===== config.mk =====
export PLATFORM = sky130hd
export DESIGN_NAME = boot_guard
export DESIGN_NICKNAME = d
export VERILOG_FILES = /design/src/rtl/boot_guard_pkg.sv /design/src/rtl/boot_guard_region.sv /design/src/rtl/boot_guard_lock.sv /design/src/rtl/boot_guard_ctrl.sv /design/src/rtl/boot_guard.sv
export SDC_FILE = /design/constraint.sdc
export NUM_CORES = 1
export LEC_CHECK = 0
export ABC_CLOCK_PERIOD_IN_PS = 1450
export BUFFER_PORTS_ARGS = -buffer_cell sky130_fd_sc_hd__buf_2
export CAP_MARGIN = 20
export CORE_MARGIN = 2
export CORE_UTILIZATION = 33
export CTS_BUF_LIST = sky130_fd_sc_hd__clkbuf_4 sky130_fd_sc_hd__clkbuf_8 sky130_fd_sc_hd__clkbuf_16
export CTS_CLUSTER_DIAMETER = 150
export CTS_CLUSTER_SIZE = 14
export DETAILED_ROUTE_END_ITERATION = 10
export GPL_ROUTABILITY_DRIVEN = 0
export PLACE_DENSITY_LB_ADDON = 0.05
export SETUP_SLACK_MARGIN = 0.05
export SLEW_MARGIN = 20
export SYNTH_ARGS = -nofsm -noshare
export SYNTH_HDL_FRONTEND = slang
export SYNTH_SLANG_ARGS = --single-unit

===== constraint.sdc =====
create_clock -name clk_i -period 1.45 [get_ports clk_i]
set_input_delay 0.29 -clock clk_i [delete_from_list [all_inputs] [get_ports clk_i]]
set_output_delay 0.29 -clock clk_i [all_outputs]
set_load 0.005 [all_outputs]

===== src/rtl/boot_guard_pkg.sv =====
package boot_guard_pkg;

    localparam int N_REGIONS = 4;
    localparam int BOOT_IDX  = 0;

    typedef enum logic [1:0] {
        KIND_PROG  = 2'b00,
        KIND_SECT  = 2'b01,
        KIND_CHIP  = 2'b10,
        KIND_NONE  = 2'b11
    } req_kind_t;

    typedef struct packed {
        logic                 busy;
        logic                 grant;
        logic                 reject;
        logic                 abort;
        logic                 prog;
        logic                 ovr_dep;
        logic [N_REGIONS-1:0] en;
    } ctl_state_t;

    typedef struct packed {
        logic locked;
    } lock_state_t;

endpackage


===== src/rtl/boot_guard_region.sv =====
module boot_guard_region
    import boot_guard_pkg::*;
#(
    parameter int ADDR_W      = 18,
    parameter int BOOT_WORDS  = 8192,
    parameter int PARAM_WORDS = 4096
) (
    input  logic [ADDR_W-1:0]    addr_i,
    output logic [N_REGIONS-1:0] hit_o
);

    localparam longint SPACE = longint'(1) << ADDR_W;

    logic [63:0] addr_w;
    assign addr_w = 64'(addr_i);

    for (genvar i = 0; i < N_REGIONS; i++) begin : g_reg
        localparam longint LO = (i == 0) ? 0 :
                                longint'(BOOT_WORDS) + longint'(i - 1) * longint'(PARAM_WORDS);
        localparam longint HI = (i == N_REGIONS - 1) ? SPACE :
                                longint'(BOOT_WORDS) + longint'(i) * longint'(PARAM_WORDS);
        if (i == 0) begin : g_first
            assign hit_o[i] = addr_w < 64'(HI);
        end else if (i == N_REGIONS - 1) begin : g_last
            assign hit_o[i] = addr_w >= 64'(LO);
        end else begin : g_mid
            assign hit_o[i] = (addr_w >= 64'(LO)) && (addr_w < 64'(HI));
        end
    end

endmodule


===== src/rtl/boot_guard_lock.sv =====
module boot_guard_lock
    import boot_guard_pkg::*;
(
    input  logic clk_i,
    input  logic rst_ni,
    input  logic set_i,
    output logic locked_o
);

    lock_state_t st_d, st_q;

    always_comb begin
        st_d        = st_q;
        st_d.locked = st_q.locked | set_i;
    end

    always_ff @(posedge clk_i or negedge rst_ni) begin
        if (!rst_ni) st_q <= '0;
        else         st_q <= st_d;
    end

    assign locked_o = st_q.locked;

endmodule


===== src/rtl/boot_guard_ctrl.sv =====
module boot_guard_ctrl
    import boot_guard_pkg::*;
(
    input  logic                 clk_i,
    input  logic                 rst_ni,
    input  logic                 req_valid_i,
    input  req_kind_t            req_kind_i,
    input  logic [N_REGIONS-1:0] hit_i,
    input  logic                 locked_i,
    input  logic                 override_i,
    input  logic                 op_done_i,
    output logic                 grant_o,
    output logic                 reject_o,
    output logic                 abort_o,
    output logic                 busy_o,
    output logic [N_REGIONS-1:0] erase_en_o,
    output logic                 prog_ok_o
);

    localparam logic [N_REGIONS-1:0] ALL_REGIONS = '1;
    localparam logic [N_REGIONS-1:0] BOOT_MASK   = N_REGIONS'(1) << BOOT_IDX;

    ctl_state_t st_d, st_q;
    logic [N_REGIONS-1:0] target;
    logic [N_REGIONS-1:0] allowed;
    logic                 boot_ok;

    always_comb begin
        st_d        = st_q;
        st_d.grant  = 1'b0;
        st_d.reject = 1'b0;
        st_d.abort  = 1'b0;

        target  = (req_kind_i == KIND_CHIP) ? ALL_REGIONS : hit_i;
        boot_ok = !locked_i || override_i;
        allowed = boot_ok ? target : (target & ~BOOT_MASK);

        if (!st_q.busy) begin
            if (req_valid_i && req_kind_i != KIND_NONE) begin
                if (req_kind_i != KIND_CHIP && target[BOOT_IDX] && !boot_ok) begin
                    st_d.reject = 1'b1;
                end else begin
                    st_d.busy    = 1'b1;
                    st_d.grant   = 1'b1;
                    st_d.prog    = (req_kind_i == KIND_PROG);
                    st_d.en      = allowed;
                    st_d.ovr_dep = allowed[BOOT_IDX] && locked_i;
                end
            end
        end else if (op_done_i) begin
            st_d.busy    = 1'b0;
            st_d.prog    = 1'b0;
            st_d.ovr_dep = 1'b0;
            st_d.en      = '0;
        end else if (st_q.ovr_dep && !override_i) begin
            st_d.en[BOOT_IDX] = 1'b0;
            st_d.ovr_dep      = 1'b0;
            st_d.abort        = 1'b1;
        end
    end

    always_ff @(posedge clk_i or negedge rst_ni) begin
        if (!rst_ni) st_q <= '0;
        else         st_q <= st_d;
    end

    assign grant_o    = st_q.grant;
    assign reject_o   = st_q.reject;
    assign abort_o    = st_q.abort;
    assign busy_o     = st_q.busy;
    assign erase_en_o = st_q.prog ? '0 : st_q.en;
    assign prog_ok_o  = st_q.prog && (|st_q.en);

endmodule


===== src/rtl/boot_guard.sv =====
module boot_guard
    import boot_guard_pkg::*;
#(
    parameter int ADDR_W       = 18,
    parameter int BOOT_WORDS   = 8192,
    parameter int PARAM_WORDS  = 4096,
    parameter int ID_LOCK_ADDR = 2
) (
    input  logic              clk_i,
    input  logic              rst_ni,
    input  logic              lock_set_i,
    input  logic              hv_override_i,
    input  logic              req_valid_i,
    input  logic [1:0]        req_kind_i,
    input  logic [ADDR_W-1:0] req_addr_i,
    input  logic              op_done_i,
    input  logic              id_mode_i,
    input  logic [ADDR_W-1:0] rd_addr_i,
    output logic              grant_o,
    output logic              reject_o,
    output logic              abort_o,
    output logic              busy_o,
    output logic [3:0]        erase_en_o,
    output logic              prog_ok_o,
    output logic              lock_o,
    output logic              id_bit_o
);

    localparam logic [ADDR_W-1:0] ID_ADDR = ADDR_W'(ID_LOCK_ADDR);

    logic [N_REGIONS-1:0] hit;
    logic                 locked;

    boot_guard_region #(
        .ADDR_W      (ADDR_W),
        .BOOT_WORDS  (BOOT_WORDS),
        .PARAM_WORDS (PARAM_WORDS)
    ) region_i (
        .addr_i (req_addr_i),
        .hit_o  (hit)
    );

    boot_guard_lock lock_i (
        .clk_i    (clk_i),
        .rst_ni   (rst_ni),
        .set_i    (lock_set_i),
        .locked_o (locked)
    );

    boot_guard_ctrl ctrl_i (
        .clk_i       (clk_i),
        .rst_ni      (rst_ni),
        .req_valid_i (req_valid_i),
        .req_kind_i  (req_kind_t'(req_kind_i)),
        .hit_i       (hit),
        .locked_i    (locked),
        .override_i  (hv_override_i),
        .op_done_i   (op_done_i),
        .grant_o     (grant_o),
        .reject_o    (reject_o),
        .abort_o     (abort_o),
        .busy_o      (busy_o),
        .erase_en_o  (erase_en_o),
        .prog_ok_o   (prog_ok_o)
    );

    assign lock_o   = locked;
    assign id_bit_o = id_mode_i && (rd_addr_i == ID_ADDR) && locked;

endmodule


==> impl_summary.log <==
[metrics] ratio of cells with drive above 1 in the final layout: 0.6015
[metrics] count of H-tree levels built during CTS: 1
[metrics] synthesized netlist cell count: 67
[metrics] largest stage delay on the critical path: 410 ps
[metrics] global-route wire length before repair: 3008 um
[metrics] overflow left after global routing: 0
[metrics] Mapped Area: 660.6 um2
[metrics] number of nets with antenna violations after detailed routing: 0
[metrics] unrepaired setup endpoints after global routing: true
[metrics] Initial Util: 0.3438
[metrics] part of the Yosys area used for sequential elements: 0.4167
[metrics] Post-Synthesis Mean Instance Area: 9.860 um2
[metrics] final worst setup slack: -43.88 ps
[metrics] number of max-cap violations: 0
[metrics] overall track demand over capacity in global routing: 0.1646
[metrics] maximum number of pins on one net before global-route repair: 12
[metrics] number of max-slew violations in the final report: 0
[metrics] clock insertion delay at the later pin of the skew report: 270 ps
[metrics] Placed Cells incl. Taps: 148
[metrics] Main synth FF type: sky130_fd_sc_hd__dfrtp_1
[metrics] FMAX: 669.4 MHz
[metrics] P per Cell Area: 805.5 nW/um2
[metrics] CP max stage cell: sky130_fd_sc_hd__o41a_1
[metrics] drt drc: 0
[metrics] worst setup path start: ctrl_i.st_q[2]
[metrics] async set-reset flop share out of synthesis: 1.000
[metrics] final cell count without fillers: 160
[metrics] Post-synth EDFFs: 0
[metrics] half-perimeter wire length of the detailed placement result: 1391 um
[metrics] number of buffers on the longest clock path: 2
[metrics] PortBufs: 43
[metrics] total nets after synthesis: 112
[metrics] worst setup path category: flip-flop to primary output
[metrics] sinks on the clock net: 11
[metrics] post-synthesis to final-layout area growth: 70.08%
[metrics] class of the most critical hold timing path: input pin to flip-flop
[metrics] number of rows created at floorplan: 16
[metrics] vias post-DR: 735
[metrics] setup-violating endpoint count in the final report: 2
[metrics] final wirelength: 1851 um
[metrics] total of flip-flops plus latches after synthesis: 11
[metrics] leakage: 0.5785 nW
[metrics] start point of the worst min-delay path: lock_set_i
[metrics] Worst EP arrival: 1200 ps
[metrics] startpoint of the most critical register-to-register path: lock_i.locked_o
[metrics] width of the die: 48.74 um
[metrics] detailed-router iteration count before antenna repair: 4
[metrics] number of antenna diodes: 0
[metrics] cell area after layout: 1124 um2
[metrics] violated checks: negative setup slack
[metrics] Die Outline Area: 2376 um2
[metrics] area of placed instances: 1001 um2
[metrics] placeable core region: 1922 um2
[metrics] period utilisation layout: 1.030
[metrics] Die Y: 48.74 um
[metrics] result of the run: finished, violations left
[metrics] Worst Setup Start Kind: flip-flop
[metrics] final hold viol count: 0
[metrics] clock tree root buffer cell: sky130_fd_sc_hd__clkbuf_4
[metrics] CP max FO: 2
[metrics] shortest period the worst path allows: 1494 ps
[metrics] max-slew headroom at the worst pin: 0.8233
[metrics] final net count: 179
[metrics] Peak VDD IR: 0.0004135 V
[metrics] Num CTS Buffers: 3
[metrics] DR vias/cell: 4.594
[metrics] Top-Level Pins: 56
[metrics] number of global-route vias before repair: 728
[metrics] required time of the critical path: 1160 ps
[metrics] count of routing violations after the opening detailed-route iteration: 8
[metrics] pin slew with the least headroom to its limit: 261.4 ps
[metrics] clock tree from TritonCTS: built
[metrics] clock transition at the register clock pins on the worst setup and hold paths after CTS: 80 ps
[metrics] Synth Warn #: 0
[metrics] Synth cell types: 33
[metrics] initial antenna violation count: 0
[metrics] post-detailed-route wirelength per cell: 11.57 um
[metrics] Final TNS setup: -46.08 ps
[metrics] critical path endpoint category: primary output
[metrics] Post-Route Skew: 10.05 ps
[metrics] cell-by-cell trace of the critical path: o41a_1 > buf_2
[metrics] FILL cells: 188
-- worst max-delay path, delay by kind of cell, from the launching register on --
kind | cells | cell delay (ps)
compound gates | 1 | 410
flops | 1 | 390
buf+inv | 1 | 130
-- cell families after synthesis --
family | share of synthesized area
compound gates | 0.1894
flops | 0.4167
mux | 0.03787
simple gates | 0.3277
buf+inv | 0.02840
-- path summary, 6_finish.rpt --
| path | to | slack [ps] | cells past startpoint |
|---|---|---|---|
| max | prog_ok_o | -40 | 2 |
| max in group asynchronous | ctrl_i.abort_o | 820 | 2 |
| min | lock_i.locked_o | 210 | 2 |
| max reg2reg | ctrl_i.st_q[5] | 0 | 5 |
| min reg2reg | ctrl_i.abort_o | 530 | 2 |
| min in group asynchronous | ctrl_i.st_q[3] | 410 | 2 |
-- Yosys cell counts, types with 2 or more instances --
library cell                n  area share
sky130_fd_sc_hd__inv_1      4       0.023
sky130_fd_sc_hd__nor3_1     2       0.015
sky130_fd_sc_hd__or2_2      2       0.019
sky130_fd_sc_hd__a22o_2     2       0.030
sky130_fd_sc_hd__nand2_1    4       0.023
sky130_fd_sc_hd__dfrtp_1   11        0.42
sky130_fd_sc_hd__nor2b_1    4       0.038
sky130_fd_sc_hd__o21ai_0    2       0.015
sky130_fd_sc_hd__nor4_1     3       0.028
sky130_fd_sc_hd__a21oi_1    3       0.023
sky130_fd_sc_hd__nand2b_1   3       0.028
sky130_fd_sc_hd__nor2_1     6       0.034
-- routing by layer --
metal / up-vias / part of all wire / global-route usage
met5: - / 0 / 0
met2: 20 / 0.50 / 0.2877
met3: 2 / 0.042 / 0.02160
li1: 376 / - / -
met4: 0 / 0.012 / 0.1000
met1: 337 / 0.45 / 0.1898
-- report_power, final --
group          total (W)  switching (W)  internal (W)
clock network   0.000234       0.000109      0.000125
registers       0.000370      0.0000279      0.000342
logic           0.000301       0.000126      0.000175
total           0.000905       0.000263      0.000642
-- layout by cell type, fill, tap and decap left out, drive strengths merged, types with 2 or more instances in the layout --
cell type  synthesis  routed
buf                0      62
dfrtp             11      11
nor2               6       6
nor2b              4       4
nand2              4       4
inv                4       4
clkbuf             1       4
nor4               4       4
nand2b             3       3
a21oi              3       3
nor3               2       2
o21ai              2       2
or2                2       2
a22o               2       2
nand3              2       2
-- sequential cells by signal, indices dropped and copies added (netlist names) --
register	count
ctrl_i.st_q	6
ctrl_i.abort_o	1
ctrl_i.grant_o	1
lock_i.locked_o	1
ctrl_i.busy_o	1
ctrl_i.reject_o	1
-- stage by stage --
| stage | utilization | hold slack [ps] | total power (W) | setup slack, ps |
|---|---|---|---|---|
| after floorplan | - | -5.591 | 0.0004935 | 14.08 |
| after global placement | 0.5208 | 172.4 | 0.0006298 | -73.56 |
| after detailed placement | 0.5208 | 176.3 | 0.0006339 | -73.12 |
| after CTS | 0.5632 | 202.8 | 0.0008920 | -19.37 |
| after global routing | 0.5846 | 211.2 | 0.0009576 | -144.5 |
| final | 0.5846 | 209.1 | 0.0009051 | -43.88 |
-- cell type report --
cell class              instances  area, um2  area share
clock buffers                   4      30.03     0.02673
inverters                       4      15.01     0.01336
well taps                      27      33.78     0.03007
flip-flops and latches         11      275.3      0.2450
repair buffers                 63      371.6      0.3307
multi-input cells              51      397.9      0.3541
-- timing repair --
item / 4_1_cts / 5_1_grt
resized for setup: 3 / 2
pin swaps: 1 / 4
setup endpoints to repair: 2 / 3
gates cloned: 0 / 0
setup buffers: 3 / 4
endpoints found under the hold margin: 11 / 0
hold buffers: 1 / 0
Note: power is estimated with default switching activity, not from simulation.
